==> src/rtl/addflag_pkg.sv <==
package addflag_pkg;

    localparam int DATA_W = 64;
    localparam int IDX_W  = $clog2(DATA_W) + 1;

    typedef enum logic [1:0] {
        WID_8  = 2'd0,
        WID_16 = 2'd1,
        WID_32 = 2'd2,
        WID_64 = 2'd3
    } width_e;

    typedef struct packed {
        logic ovf;
        logic sgn;
        logic zro;
        logic aux;
        logic cry;
        logic par;
    } flags_t;

    function automatic logic [IDX_W-1:0] width_bits(input width_e w);
        unique case (w)
            WID_8:   width_bits = IDX_W'(8);
            WID_16:  width_bits = IDX_W'(16);
            WID_32:  width_bits = IDX_W'(32);
            default: width_bits = IDX_W'(64);
        endcase
    endfunction

endpackage

==> src/rtl/addflag_srcext.sv <==
module addflag_srcext #(
    parameter int DW       = 64,
    parameter int NARROW_W = 8,
    parameter int WIDE_W   = 32
) (
    input  logic [DW-1:0] src_raw,
    input  logic          is_imm,
    input  logic          imm_wide,
    output logic [DW-1:0] src_ext
);

    localparam int NARROW_PAD = DW - NARROW_W;
    localparam int WIDE_PAD   = DW - WIDE_W;

    logic [DW-1:0] narrow_x;
    logic [DW-1:0] wide_x;

    assign narrow_x = {{NARROW_PAD{src_raw[NARROW_W-1]}}, src_raw[NARROW_W-1:0]};
    assign wide_x   = {{WIDE_PAD{src_raw[WIDE_W-1]}}, src_raw[WIDE_W-1:0]};

    always_comb begin
        if (!is_imm)
            src_ext = src_raw;
        else if (imm_wide)
            src_ext = wide_x;
        else
            src_ext = narrow_x;
    end

endmodule

==> src/rtl/addflag_core.sv <==
module addflag_core
    import addflag_pkg::*;
#(
    parameter int DW = DATA_W
) (
    input  width_e        wsel,
    input  logic [DW-1:0] opa,
    input  logic [DW-1:0] opb,
    output logic [DW-1:0] sum_o,
    output flags_t        flags_o
);

    localparam int AUX_BIT = 4;
    localparam int PAR_W   = 8;

    logic [IDX_W-1:0] wb;
    logic [DW-1:0]    mask;
    logic [DW-1:0]    a_m;
    logic [DW-1:0]    b_m;
    logic [DW:0]      full;
    logic [DW-1:0]    res;
    logic             sa;
    logic             sb;
    logic             sr;

    always_comb begin
        wb    = width_bits(wsel);
        mask  = {DW{1'b1}} >> (IDX_W'(DW) - wb);
        a_m   = opa & mask;
        b_m   = opb & mask;
        full  = {1'b0, a_m} + {1'b0, b_m};
        res   = full[DW-1:0] & mask;
        sa    = a_m[wb - IDX_W'(1)];
        sb    = b_m[wb - IDX_W'(1)];
        sr    = res[wb - IDX_W'(1)];
        sum_o = res;
        flags_o.ovf = (sa == sb) && (sr != sa);
        flags_o.sgn = sr;
        flags_o.zro = (res == '0);
        flags_o.aux = a_m[AUX_BIT] ^ b_m[AUX_BIT] ^ full[AUX_BIT];
        flags_o.cry = full[wb];
        flags_o.par = ~^res[PAR_W-1:0];
    end

endmodule

==> src/rtl/addflag_top.sv <==
module addflag_top
    import addflag_pkg::*;
#(
    parameter int IMM_NARROW_W = 8,
    parameter int IMM_WIDE_W   = 32
) (
    input  logic              clk,
    input  logic              rst,
    input  logic              in_valid,
    input  logic [1:0]        width_sel,
    input  logic [DATA_W-1:0] dst_op,
    input  logic [DATA_W-1:0] src_op,
    input  logic              src_is_imm,
    input  logic              imm_wide,
    output logic              out_valid,
    output logic [DATA_W-1:0] result,
    output logic              flag_of,
    output logic              flag_sf,
    output logic              flag_zf,
    output logic              flag_af,
    output logic              flag_cf,
    output logic              flag_pf
);

    logic [DATA_W-1:0] src_x;
    logic [DATA_W-1:0] sum_c;
    flags_t            flags_c;
    flags_t            flags_q;

    addflag_srcext #(
        .DW       (DATA_W),
        .NARROW_W (IMM_NARROW_W),
        .WIDE_W   (IMM_WIDE_W)
    ) u_srcext (
        .src_raw  (src_op),
        .is_imm   (src_is_imm),
        .imm_wide (imm_wide),
        .src_ext  (src_x)
    );

    addflag_core #(
        .DW (DATA_W)
    ) u_core (
        .wsel    (width_e'(width_sel)),
        .opa     (dst_op),
        .opb     (src_x),
        .sum_o   (sum_c),
        .flags_o (flags_c)
    );

    always_ff @(posedge clk) begin
        if (rst) begin
            out_valid <= 1'b0;
            result    <= '0;
            flags_q   <= '0;
        end else begin
            out_valid <= in_valid;
            if (in_valid) begin
                result  <= sum_c;
                flags_q <= flags_c;
            end
        end
    end

    always_comb begin
        flag_of = flags_q.ovf;
        flag_sf = flags_q.sgn;
        flag_zf = flags_q.zro;
        flag_af = flags_q.aux;
        flag_cf = flags_q.cry;
        flag_pf = flags_q.par;
    end

    assert_reset_clear_R11: assert property (@(posedge clk)
        rst |=> (!out_valid && result == '0 && flags_q == '0));

    assert_valid_follow_R10: assert property (@(posedge clk) disable iff (rst)
        in_valid |=> out_valid);

    assert_valid_idle_R10: assert property (@(posedge clk) disable iff (rst)
        !in_valid |=> !out_valid);

    assert_upper_clear_R2: assert property (@(posedge clk) disable iff (rst)
        (in_valid && width_sel == WID_8) |=> (result[DATA_W-1:8] == '0));

    assert_sign_byte_R6: assert property (@(posedge clk) disable iff (rst)
        (in_valid && width_sel == WID_8) |=> (flag_sf == result[7]));

    assert_zero_flag_R7: assert property (@(posedge clk) disable iff (rst)
        out_valid |-> (flag_zf == (result == '0)));

    assert_parity_flag_R9: assert property (@(posedge clk) disable iff (rst)
        out_valid |-> (flag_pf == ($countones(result[7:0]) % 2 == 0)));

    assert_hold_result_R12: assert property (@(posedge clk) disable iff (rst)
        !in_valid |=> $stable(result));

endmodule

==> config.mk <==
export PLATFORM = sky130hd
export DESIGN_NAME = addflag_top
export DESIGN_NICKNAME = d
export VERILOG_FILES = /design/src/rtl/addflag_pkg.sv /design/src/rtl/addflag_srcext.sv /design/src/rtl/addflag_core.sv /design/src/rtl/addflag_top.sv
export SDC_FILE = /design/constraint.sdc
export NUM_CORES = 1
export LEC_CHECK = 0
export ABC_AREA = 1
export BUFFER_PORTS_ARGS = -buffer_cell sky130_fd_sc_hd__buf_2
export CAP_MARGIN = 20
export CORE_MARGIN = 2
export CORE_UTILIZATION = 50
export CTS_CLUSTER_SIZE = 12
export DETAILED_ROUTE_END_ITERATION = 8
export PLACE_DENSITY = 0.76
export SLEW_MARGIN = 25
export SYNTH_ARGS = -nofsm -noshare
export SYNTH_HDL_FRONTEND = slang
export SYNTH_SLANG_ARGS = --single-unit
==> constraint.sdc <==
create_clock -name clk -period 3.2 [get_ports clk]
set_input_delay 0.16 -clock clk [delete_from_list [all_inputs] [get_ports clk]]
set_output_delay 0.16 -clock clk [all_outputs]
set_load 0.005 [all_outputs]
==> results of run 1 <==
[sequential cells by signal, summed over array words and instances (netlist names)]
name / cells
flag_af: 1
flag_cf: 1
flag_of: 1
flag_pf: 1
flag_sf: 1
flag_zf: 1
out_valid: 1
result: 64
[area by class of cell]
type,instances,area (um^2),area share
multi-input combinational,1244,7010,0.514
clock inverter,5,105,0.00770
inverter,319,1200,0.0877
tap,229,287,0.0210
timing repair buffer,497,3380,0.248
sequential,71,1420,0.104
clock buffer,11,243,0.0178
[layer usage]
layer / up-vias / track usage / share of wire
met2: 512 / 0.699 / 0.50
met3: 148 / 0.0544 / 0.055
met5: - / 0 / 0
met4: 0 / 0.220 / 0.072
li1: 6290 / - / -
met1: 5676 / 0.399 / 0.38
[placed cells by master, fill, tap and decap left out, types with 6 or more instances in the layout]
cell type / Yosys / routed
a21oi_2: 0 / 28
nand3_1: 117 / 101
o21ai_0: 127 / 108
o21a_1: 9 / 9
nor3_2: 0 / 7
buf_2: 4 / 202
a21oi_1: 167 / 134
xnor2_1: 6 / 6
nand4_1: 28 / 28
ha_4: 0 / 17
buf_6: 0 / 13
inv_2: 3 / 15
nor2_4: 0 / 7
nand3_2: 1 / 17
nor2_2: 5 / 38
buf_4: 0 / 274
nand2_2: 8 / 30
dfxtp_1: 71 / 71
nand3b_1: 16 / 16
nor2_1: 192 / 152
clkbuf_16: 0 / 11
inv_1: 313 / 301
ha_1: 67 / 49
o21ai_1: 3 / 17
o211ai_1: 6 / 6
nor3_1: 15 / 7
nand2_1: 441 / 417
[metrics by stage]
step / instance area, um^2 / instances / util
6_report: 13600 / 2376 / 0.765
4_1_cts: 12600 / 2360 / 0.708
2_1_floorplan: 9020 / 1684 / -
3_3_place_gp: 12300 / 2344 / 0.688
3_5_place_dp: 12300 / 2344 / 0.688
5_1_grt: 13600 / 2376 / 0.765
[final timing paths]
path | from | to | slack, ns | cells after the start
setup / recovery | src_op[7] | flag_zf | 0.07 | 26
hold / removal | rst | result[50] | 0.17 | 2
setup reg to reg | result[30] | result[30] | 2.43 | 2
hold reg to reg | result[21] | result[21] | 0.48 | 2
[power groups by stage]
stage | sequential (mW) | combinational, mW | clock, mW
after floorplan | 0.999 | 0.766 | 0
after global placement | 0.994 | 1.42 | 0
after detailed placement | 0.996 | 1.45 | 0
after CTS | 0.979 | 1.47 | 1.16
after global routing | 0.986 | 1.77 | 1.20
final | 0.980 | 1.63 | 1.16
[what timing repair did]
item                       4_1_cts  5_1_grt
resized for setup                2      223
setup endpoints to repair        3       12
cloned                           0        4
pin swaps                        0       40
buffers inserted                 0       12
[logic make-up (layout without fill, tap and decap cells)]
logic type,Yosys count,count (layout),synth area share
flip-flops,71,71,0.158
adder cells (fa/ha/maj),68,68,0.0951
buffers and inverters,369,832,0.154
AND/OR/NAND/NOR,834,834,0.390
XOR/XNOR,8,8,0.00777
AO/OA/AOI/OAI,334,334,0.196
[critical path, cell delays in order]
cell and delay (ns):
buf_4 0.15, nand3_4 0.10, inv_2 0.05, a31oi_4 0.17
buf_4 0.15, buf_12 0.11, o21ai_0 0.07, nand2_1 0.06
inv_1 0.04, ha_2 0.32, a21oi_1 0.18, inv_1 0.09
a31oi_1 0.23, inv_1 0.15, a21oi_2 0.21, nand2_1 0.10
nand2_1 0.07, buf_4 0.15, nand4_1 0.11, nand3_2 0.11
nand2_1 0.06, inv_1 0.06, nand3_1 0.08, nor2_1 0.13
nand3_1 0.11, a21oi_1 0.16
==> Flow_metrics.wiki, run 1 <==
{| class="wikitable"
! Metric !! Value
|-
| Result of the run || finished, final reports clean
|-
| Total negative slack || 0 ns
|-
| Clock network power share || 0.309
|-
| Total setup violations reported at the end of the flow || 0
|-
| Maximum resistive drop on vdd || 0.000575 V
|-
| Deepest level of the CTS H-tree || 3
|-
| Worst-case clock skew || 0 ns
|-
| Clock transition at the registers of the reported paths || 0.06 ns
|-
| Critical path endpoint category || flip-flop
|-
| Final hold slack || 0.167 ns
|-
| Global routing usage summed across all routing layers || 0.375
|-
| HPWL Detailed || 31.0 mm
|-
| Number of clock sinks || 71
|-
| Total chip power || 3.77 mW
|-
| Leading post-synthesis cells by instance count || 441 x nand2_1, 313 x inv_1, 192 x nor2_1
|-
| Violation count after the first detailed-route iteration || 850
|-
| Actual slew at the worst max-slew pin || 0.989 ns
|-
| Initial standard-cell utilization of the core || 0.506
|-
| Post-Place Worst Slack || -0.422 ns
|-
| Antenna cells || 0
|-
| Flop and latch count out of synthesis || 71
|-
| Power Internal || 2.43 mW
|-
| Grt total ovfl || 0
|-
| Power per standard cell area || 276 nW/um^2
|-
| Leakage Power || 7.67 nW
|-
| Die W || 138 um
|-
| Fin nets || 2,345
|-
| Sw frac || 0.355
|-
| Detailed-route DRC error count || 0
|-
| Via count || 12,600
|-
| Synthesized area per cell || 5.36 um^2
|-
| Psw || 1.34 mW
|-
| Sequential share of power || 0.260
|-
| Top-count cell post-synth || nand2_1
|-
| Share of the synthesized area in the top cell type || 0.183
|-
| Number of enable-type register cells in the synthesized netlist || 0
|-
| Synthesized instance count || 1,684
|-
| Longest Clk Path Bufs || 2
|-
| Count of input and output buffers || 205
|-
| Post-synth top area cell || nand2_1
|-
| Last weighted congestion value of the routability-driven placer || 1.01
|-
| Count of yosys warnings during synthesis || 0
|-
| Number of nets produced by synthesis || 1,887
|-
| Row cnt || 49
|-
| Maximum number of pins on one net before global-route repair || 121
|-
| Drt total wl || 38.6 mm
|-
| Async S/R FF share, synth || 0
|-
| Top FF cell, synth || dfxtp_1
|-
| Share of cells above drive strength 1 || 0.326
|-
| Count of maximum capacitance violations || 0
|-
| Startpoint type of the worst setup path || primary input
|-
| Average wire length per cell after detail routing || 16.2 um
|-
| Max-slew headroom at the worst pin || 0.340
|-
| Maximum frequency from static timing analysis || 319 MHz
|-
| Signal arrival time at the worst endpoint || 3.40 ns
|-
| Layout filler cell count || 1,410
|-
| Wire length of the first global-routing pass || 58.3 mm
|-
| Post-synth cell types || 42
|-
| Combinational share of power || 0.431
|-
| Post-DR vias/cell || 5.31
|-
| Final Hold Violating Endpoints || 0
|-
| Biggest fanout along the worst timing path || 6
|-
| Number of CTS-inserted buffers || 9
|-
| Height of the die || 138 um
|-
| Type of the worst setup path || primary input to flip-flop
|-
| TritonCTS clock tree || built
|-
| Post-route setup slack || 0.0684 ns
|-
| Share of the yosys chip area belonging to registers || 0.158
|-
| Number of global-route vias before repair || 11,800
|-
| Clock Root Buffer || clkbuf_16
|-
| Required time of the critical path || 3.46 ns
|-
| Antenna Nets Post-Route || 0
|-
| Initial antenna violation count || 0
|-
| Area of the die || 19,100 um^2
|-
| Number of top-level design ports || 206
|-
| Router iterations before antenna repair || 6
|-
| Layout overhead on the synthesized area || 51.3%
|-
| Core Footprint || 17,800 um^2
|-
| Type of the most critical hold path || primary input to flip-flop
|-
| Source-to-sink clock delay at the later pin of the worst-skew pair || 0.33 ns
|-
| Period utilization || 0.979
|-
| Final Slew Violations || 0
|-
| Hold buffer count at CTS || 0
|-
| Syn Std Cell Area || 9020 um^2
|-
| Leading cell types by total area after synthesis || nand2_1 18%, dfxtp_1 16%, inv_1 13%, ha_1 9.3%, a21oi_1 9.3%
|-
| Min Clock Period, post-route || 3.13 ns
|}
Power figures use the tool's default switching activity.
==> run 2, diff against run 1 <==
Settings changed: CORE_UTILIZATION 50 to 51, PLACE_DENSITY 0.76 to 0.77.
==> run 2 against run 1 <==
Effect of this change: the run now ends with negative setup slack left; via count rose by 1.3%; fmax fell by 2.2%; cell count down 0.63%; non-clock buffer count shrank 11; total power fell by 3.5%; die area shrank 1.9%; utilization is 3.0 points lower; clock-buffer cell count is 2 lower; clock skew unchanged; clock power decreased by 3%; cell area is 6.8% lower; critical endpoint unchanged; largest cell class unchanged.
==> Flow_metrics.wiki, run 2 (synthesized netlist as in run 1, its figures left out) <==
{| class="wikitable"
! Metric !! Value
|-
| Post-route setup slack || -0.00327 ns
|-
| Most common library cell in the layout ignoring fill and taps || nand2_1
|-
| Global routing usage summed across all routing layers || 0.410
|-
| Result of the run || finished with violations
|-
| Detailed-route DRC error count || 0
|-
| Grt total ovfl || 0
|-
| Power per standard cell area || 286 nW/um^2
|-
| Biggest fanout along the worst timing path || 27
|-
| Antenna Nets Post-Route || 0
|-
| Violation count after the first detailed-route iteration || 1,098
|-
| Count of maximum capacitance violations || 0
|-
| Initial standard-cell utilization of the core || 0.522
|-
| Area of the die || 18,800 um^2
|-
| Die W || 137 um
|-
| Via count || 12,800
|-
| Maximum resistive drop on vdd || 0.000393 V
|-
| Post-DR vias/cell || 5.42
|-
| Core Footprint || 17,300 um^2
|-
| Critical path endpoint category || flip-flop
|-
| Number of CTS-inserted buffers || 9
|-
| Cell total after placement || 2,343
|-
| Total negative slack || -0.00327 ns
|-
| Period utilization || 1.00
|-
| Top library cells by usage in the layout, fill and taps aside || 441 x nand2_1, 312 x inv_1, 275 x buf_4
|-
| Wire length of the first global-routing pass || 59.8 mm
|-
| Leakage Power || 7.51 nW
|-
| Min Clock Period, post-route || 3.20 ns
|-
| Initial antenna violation count || 0
|-
| Actual slew at the worst max-slew pin || 1.00 ns
|-
| Maximum number of pins on one net before global-route repair || 121
|-
| Met3 track demand over resource in global routing || 0.0607
|-
| Row cnt || 48
|-
| Met2 usage || 0.737
|-
| Violated checks || negative setup slack
|-
| Fin nets || 2,334
|-
| Number of clock sinks || 71
|-
| TritonCTS clock tree || built
|-
| Longest Clk Path Bufs || 2
|-
| Met1 Track Usage GR || 0.449
|-
| Number of top-level design ports || 206
|-
| Max FFs per register || 64
|-
| Largest reg by FF count || result
|-
| Clock transition at the registers of the reported paths || 0.06 ns
|-
| Drt total wl || 39.0 mm
|-
| Required time of the critical path || 3.47 ns
|-
| Most utilized layer in the global route result || met2
|-
| Average wire length per cell after detail routing || 16.5 um
|-
| Source-to-sink clock delay at the later pin of the worst-skew pair || 0.34 ns
|-
| Post-Place Worst Slack || -0.380 ns
|-
| Max-slew headroom at the worst pin || 0.332
|-
| Last weighted congestion value of the routability-driven placer || 1.09
|-
| Total setup violations reported at the end of the flow || 1
|-
| Number of global-route vias before repair || 12,200
|-
| Router iterations before antenna repair || 6
|-
| Number of cells in the finished layout apart from fillers || 2,361
|-
| Signal arrival time at the worst endpoint || 3.47 ns
|-
| Clock Root Buffer || clkbuf_16
|-
| Maximum frequency from static timing analysis || 312 MHz
|-
| Final hold slack || 0.193 ns
|-
| Layout overhead on the synthesized area || 41.0%
|-
| Type of the most critical hold path || primary input to flip-flop
|-
| Final Slew Violations || 0
|-
| Final Hold Violating Endpoints || 0
|-
| Type of the worst setup path || primary input to flip-flop
|-
| Share of cells above drive strength 1 || 0.256
|-
| Worst-case clock skew || 0 ns
|-
| Deepest level of the CTS H-tree || 3
|-
| Startpoint type of the worst setup path || primary input
|-
| HPWL Detailed || 32.3 mm
|-
| Height of the die || 137 um
|-
| Count of input and output buffers || 205
|-
| Antenna cells || 0
|-
| Unrepaired setup endpoints after global routing || true
|}
run 2: cell types whose count changed in the layout (fill, tap and decap cells not counted), sizes merged:
cell      delta
clkbuf       -4
clkinv       +2
clkinvlp     -2
inv          +3
bufinv       -1
buf          -9
run 2: final timing paths:
check,start,endpoint,slack (ns),cells after the start
setup / recovery,src_op[7],flag_zf,-0.003,22
hold / removal,rst,result[9],0.19,2
hold reg to reg,result[32],result[32],0.47,2
setup reg to reg,result[30],result[30],2.35,2
run 2: worst max-delay path, stage by stage:
cell and delay [ns]:
buf_2 0.17, nand3_4 0.10, inv_1 0.05, a31oi_2 0.19, buf_12 0.18, o21ai_0 0.09
nand2_1 0.07, inv_1 0.04, ha_1 0.30, buf_4 0.16, a21oi_1 0.22, o21ai_0 0.19
a21oi_2 0.23, nor2_1 0.07, a211oi_1 0.27, buf_4 0.18, nand4_1 0.09, nand3_1 0.15
nand4_1 0.17, nor2_1 0.14, nand3_1 0.11, a21oi_1 0.13
run 2: cell type report:
class | count | area, um^2
inverters | 319 | 1200
multi-input cells | 1244 | 6300
repair buffers | 486 | 3190
fillers | 1525 | 4580
clock inverters | 7 | 103
flip-flops and latches | 71 | 1420
clock buffers | 9 | 225
well taps | 225 | 282
run 2: per-layer routing:
layer / up-vias / routed length (um)
met3: 192 / 3030
met4: 0 / 2910
li1: 6250 / -
met5: - / 0
met2: 630 / 18600
met1: 5714 / 14500
run 2: timing repair:
action                     4_1_cts  5_1_grt
hold buffers                     0        0
hold endpoints to repair         0        0
pin swaps                        0        3
buffers inserted                 0        2
gates resized for setup          3       25
setup endpoints to repair        1        8
run 2: power breakdown:
part           switching (mW)  internal (mW)  total [mW]
sequential             0.0354          0.946       0.982
combinational           0.880          0.657        1.54
clock                   0.427          0.694        1.12
run 2: through the flow:
step | utilization | area [um^2] | power, mW
final | 0.735 | 12700 | 3.64
after global routing | 0.735 | 12700 | 3.81
after CTS | 0.730 | 12600 | 3.58
after detailed placement | 0.710 | 12300 | 2.47
after global placement | 0.710 | 12300 | 2.44
after floorplan | - | 9020 | 1.76
==> run 3, diff against run 2 <==
Clock period 3.2 ns to 2.6 ns, I/O delays scaled along.
==> run 3 against run 2 <==
Effect of this change: the run now fails in global routing (5_1_grt); synthesized cell count did not move; synthesized area stayed put.
==> Flow_metrics.wiki, run 3 <==
{| class="wikitable"
! Metric !! Value
|-
| Number of clock sinks || 71
|-
| Grt total ovfl || 750
|-
| Top FF cell, synth || dfxtp_1
|-
| Async S/R FF share, synth || 0
|-
| Deepest level of the CTS H-tree || 3
|-
| Step where the flow halted || global routing (5_1_grt)
|-
| Clock Root Buffer || clkbuf_16
|-
| Error msg || [ERROR GRT-0232] Routing congestion too high. Check the congestion heatmap in the GUI.
|-
| Synthesized area per cell || 5.36 um^2
|-
| Count of input and output buffers || 205
|-
| Last weighted congestion value of the routability-driven placer || 1.01
|-
| Die W || 137 um
|-
| Number of nets produced by synthesis || 1,887
|-
| Count of yosys warnings during synthesis || 0
|-
| Type of pin the worst path ends at || register data pin
|-
| Share of the synthesized area in the top cell type || 0.183
|-
| Result of the run || did not finish
|-
| Syn Std Cell Area || 9020 um^2
|-
| Post-synth cell types || 42
|-
| Number of enable-type register cells in the synthesized netlist || 0
|-
| Top-count cell post-synth || nand2_1
|-
| Post-synth top area cell || nand2_1
|-
| Number of CTS-inserted buffers || 9
|-
| Leading cell types by total area after synthesis || nand2_1 18%, dfxtp_1 16%, inv_1 13%, ha_1 9.3%, a21oi_1 9.3%
|-
| Height of the die || 137 um
|-
| Global routing usage summed across all routing layers || 0.878
|-
| Row cnt || 48
|-
| HPWL Detailed || 31.5 mm
|-
| Initial standard-cell utilization of the core || 0.522
|-
| Number of top-level design ports || 206
|-
| Endpoint with the least setup slack after the last repair || flag_zf$_SDFFE_PP0P_/D
|-
| Longest Clk Path Bufs || 2
|-
| Synthesized instance count || 1,684
|-
| Flop and latch count out of synthesis || 71
|-
| Maximum number of pins on one net before global-route repair || 70
|-
| Share of the yosys chip area belonging to registers || 0.158
|-
| Leading post-synthesis cells by instance count || 441 x nand2_1, 313 x inv_1, 192 x nor2_1
|}
-- run 3: cell counts after synthesis --
No cell type changed its count.
-- run 3: repair_timing --
item                                    4_1_cts
setup buffers                                49
resized for setup                           263
endpoints found under the setup margin       32
pin swaps                                    97
cloned                                        2
hold buffers                                  0
-- run 3: logic make-up after synthesis --
group	after synthesis	share of synthesized area
simple gates	834	0.390
buf+inv	369	0.154
compound gates	334	0.196
flops	71	0.158
fa+ha+maj	68	0.0951
xor+xnor	8	0.00777
-- run 3: layer usage --
layer	GRT overflow	global-route usage
met3	10	0.659
met2	511	1.12
met1	6	0.800
met4	222	1.03
met5	1	0.275
-- run 3: through the flow --
step,setup TNS [ns],worst slack [ns],cell area (um^2),hold slack [ns],std cells
after detailed placement,-17.71,-0.814,13100,0.398,2407
after floorplan,-0.0562,-0.0562,9380,0.214,1684
after global placement,-15.21,-0.801,13100,0.388,2407
after CTS,-0.185,-0.135,14700,0.0395,2474
==> run 4, diff against run 3 <==
Settings changed: CORE_UTILIZATION 51 to 40, CTS_CLUSTER_SIZE 12 to not set, PLACE_DENSITY 0.77 to not set, PLACE_DENSITY_LB_ADDON set to 0.15.
Clock period 2.6 ns to 3.38 ns, I/O delays scaled along.
==> run 4 against run 3 <==
Effect of this change: the flow now finishes without violations.
==> Flow_metrics.wiki, run 4 (synthesized netlist as in run 1, its figures left out) <==
{| class="wikitable"
! Metric !! Value
|-
| Longest Clk Path Bufs || 2
|-
| Row cnt || 54
|-
| Layout filler cell count || 2,423
|-
| Biggest fanout along the worst timing path || 8
|-
| Antenna cells || 0
|-
| Worst path slowest cell || ha_1
|-
| Detailed-route DRC error count || 0
|-
| Max-slew headroom at the worst pin || 0.483
|-
| Deepest level of the CTS H-tree || 3
|-
| Layout overhead on the synthesized area || 32.3%
|-
| Sequential share of power || 0.292
|-
| Area of the multi-input gates || 6380 um^2
|-
| Share of cells above drive strength 1 || 0.216
|-
| Number of global-route vias before repair || 10,900
|-
| Biggest cell delay along the critical path || 0.41 ns
|-
| Router iterations before antenna repair || 5
|-
| Power Internal || 1.96 mW
|-
| Total placed instance area || 11,400 um^2
|-
| Final Hold Violating Endpoints || 0
|-
| Grt total ovfl || 0
|-
| Number of CTS-inserted buffers || 9
|-
| Power per standard cell area || 265 nW/um^2
|-
| Initial antenna violation count || 0
|-
| Maximum frequency from static timing analysis || 319 MHz
|-
| Period utilization || 0.927
|-
| Initial standard-cell utilization of the core || 0.411
|-
| Violation count after the first detailed-route iteration || 600
|-
| Min Clock Period, post-route || 3.13 ns
|-
| Drt total wl || 36.0 mm
|-
| Startpoint type of the worst setup path || primary input
|-
| TritonCTS clock tree || built
|-
| Number of clock sinks || 71
|-
| Worst-case clock skew || 0 ns
|-
| Total negative slack || 0 ns
|-
| Final Slew Violations || 0
|-
| Type of the most critical hold path || primary input to flip-flop
|-
| Source-to-sink clock delay at the later pin of the worst-skew pair || 0.33 ns
|-
| HPWL Detailed || 31.2 mm
|-
| Count of input and output buffers || 205
|-
| Clock transition at the registers of the reported paths || 0.07 ns
|-
| Final instance area || 11,900 um^2
|-
| Global routing usage summed across all routing layers || 0.299
|-
| Total setup violations reported at the end of the flow || 0
|-
| Maximum resistive drop on vdd || 0.000228 V
|-
| Actual slew at the worst max-slew pin || 0.774 ns
|-
| Maximum number of pins on one net before global-route repair || 121
|-
| Post-route setup slack || 0.247 ns
|-
| Count of maximum capacitance violations || 0
|-
| Average wire length per cell after detail routing || 15.7 um
|-
| Critical path endpoint category || flip-flop
|-
| Most common library cell in the layout ignoring fill and taps || nand2_1
|-
| Type of the worst setup path || primary input to flip-flop
|-
| Antenna Nets Post-Route || 0
|-
| Combinational share of power || 0.421
|-
| Max FFs per register || 64
|-
| Total chip power || 3.17 mW
|-
| Leakage Power || 6.94 nW
|-
| Psw || 1.21 mW
|-
| Sw frac || 0.382
|-
| Number of cells in the finished layout apart from fillers || 2,296
|-
| Post-Place Worst Slack || -0.365 ns
|-
| Top library cells by usage in the layout, fill and taps aside || 438 x nand2_1, 313 x inv_1, 204 x buf_2
|-
| Largest reg by FF count || result
|-
| Result of the run || finished, final reports clean
|-
| Via count || 11,600
|-
| Sequential cell area || 1420 um^2
|-
| Fin nets || 2,214
|-
| Wire length of the first global-routing pass || 56.6 mm
|-
| Signal arrival time at the worst endpoint || 3.40 ns
|-
| Post-DR vias/cell || 5.03
|-
| Sequence of cells on the critical path || buf_2 > nand3_4 > inv_1 > a31oi_4 > buf_12 > buf_6 > buf_4 > o21ai_0 > nand2_1 > inv_1 > ha_1 > nand2_1 > nor3_1 > nand2_1 > nor2_1 > nand4_1 > nand3_1 > nand2_1 > nand3_1 > nand3_1 > nor2_1 > nand3_1 > a21oi_1
|-
| Required time of the critical path || 3.64 ns
|-
| Cell total after placement || 2,276
|-
| Core Footprint || 22,000 um^2
|-
| Clock network power share || 0.287
|-
| Area of the die || 23,800 um^2
|-
| Clock Root Buffer || clkbuf_16
|-
| Last weighted congestion value of the routability-driven placer || 1.01
|-
| Number of top-level design ports || 206
|-
| Die W || 154 um
|-
| Height of the die || 154 um
|}
[run 4: critical path: cells and delay by family]
kind,cells,cell delay [ns]
adders and majority gates,1,0.41
AOI/OAI and AO/OA,3,0.35
and+or+nand+nor,13,1.76
buffers and inverters,6,0.69
[run 4: power groups by stage]
stage / Clock, mW / Sequential, mW / Combinational, mW
2_1_floorplan: 0 / 0.946 / 0.725
3_3_place_gp: 0 / 0.943 / 1.30
3_5_place_dp: 0 / 0.944 / 1.31
4_1_cts: 0.925 / 0.925 / 1.31
5_1_grt: 0.961 / 0.933 / 1.48
6_report: 0.910 / 0.925 / 1.33
[run 4: cell type report]
type                    count  area share
well taps                 280      0.0294
multi-input cells        1244       0.535
repair buffers            366       0.193
inverters                 319       0.100
clock inverters             7     0.00514
flip-flops and latches     71       0.119
clock buffers               9      0.0189
[run 4: metal layers]
layer / part of all wire / up-vias / GRT usage
met4: 0.031 / 0 / 0.0921
met5: 0 / - / 0
met1: 0.42 / 5217 / 0.348
met3: 0.033 / 43 / 0.0247
met2: 0.51 / 275 / 0.577
li1: - / 6021 / -
[run 4: per-stage QoR]
step	utilization	hold WS (ns)
global route	0.544	0.190
finish	0.544	0.176
global placement	0.520	0.455
detailed placement	0.520	0.456
floorplan	-	0.253
CTS	0.533	0.162
[run 4: repair_timing]
| item | in CTS | in global routing |
|---|---|---|
| setup buffers | 0 | 2 |
| endpoints found under the setup margin | 1 | 7 |
| gates resized for setup | 2 | 47 |
| cloned | 0 | 1 |
| hold buffers | 0 | 0 |
| pin swaps | 0 | 4 |
[run 4: worst paths after layout]
kind,from,to,slack [ns],depth (start not counted)
worst max-delay path,src_is_imm,flag_zf,0.25,23
worst min-delay path,rst,result[28],0.18,2
worst min register to register,result[52],result[52],0.47,2
worst max register to register,result[7],result[7],2.71,2
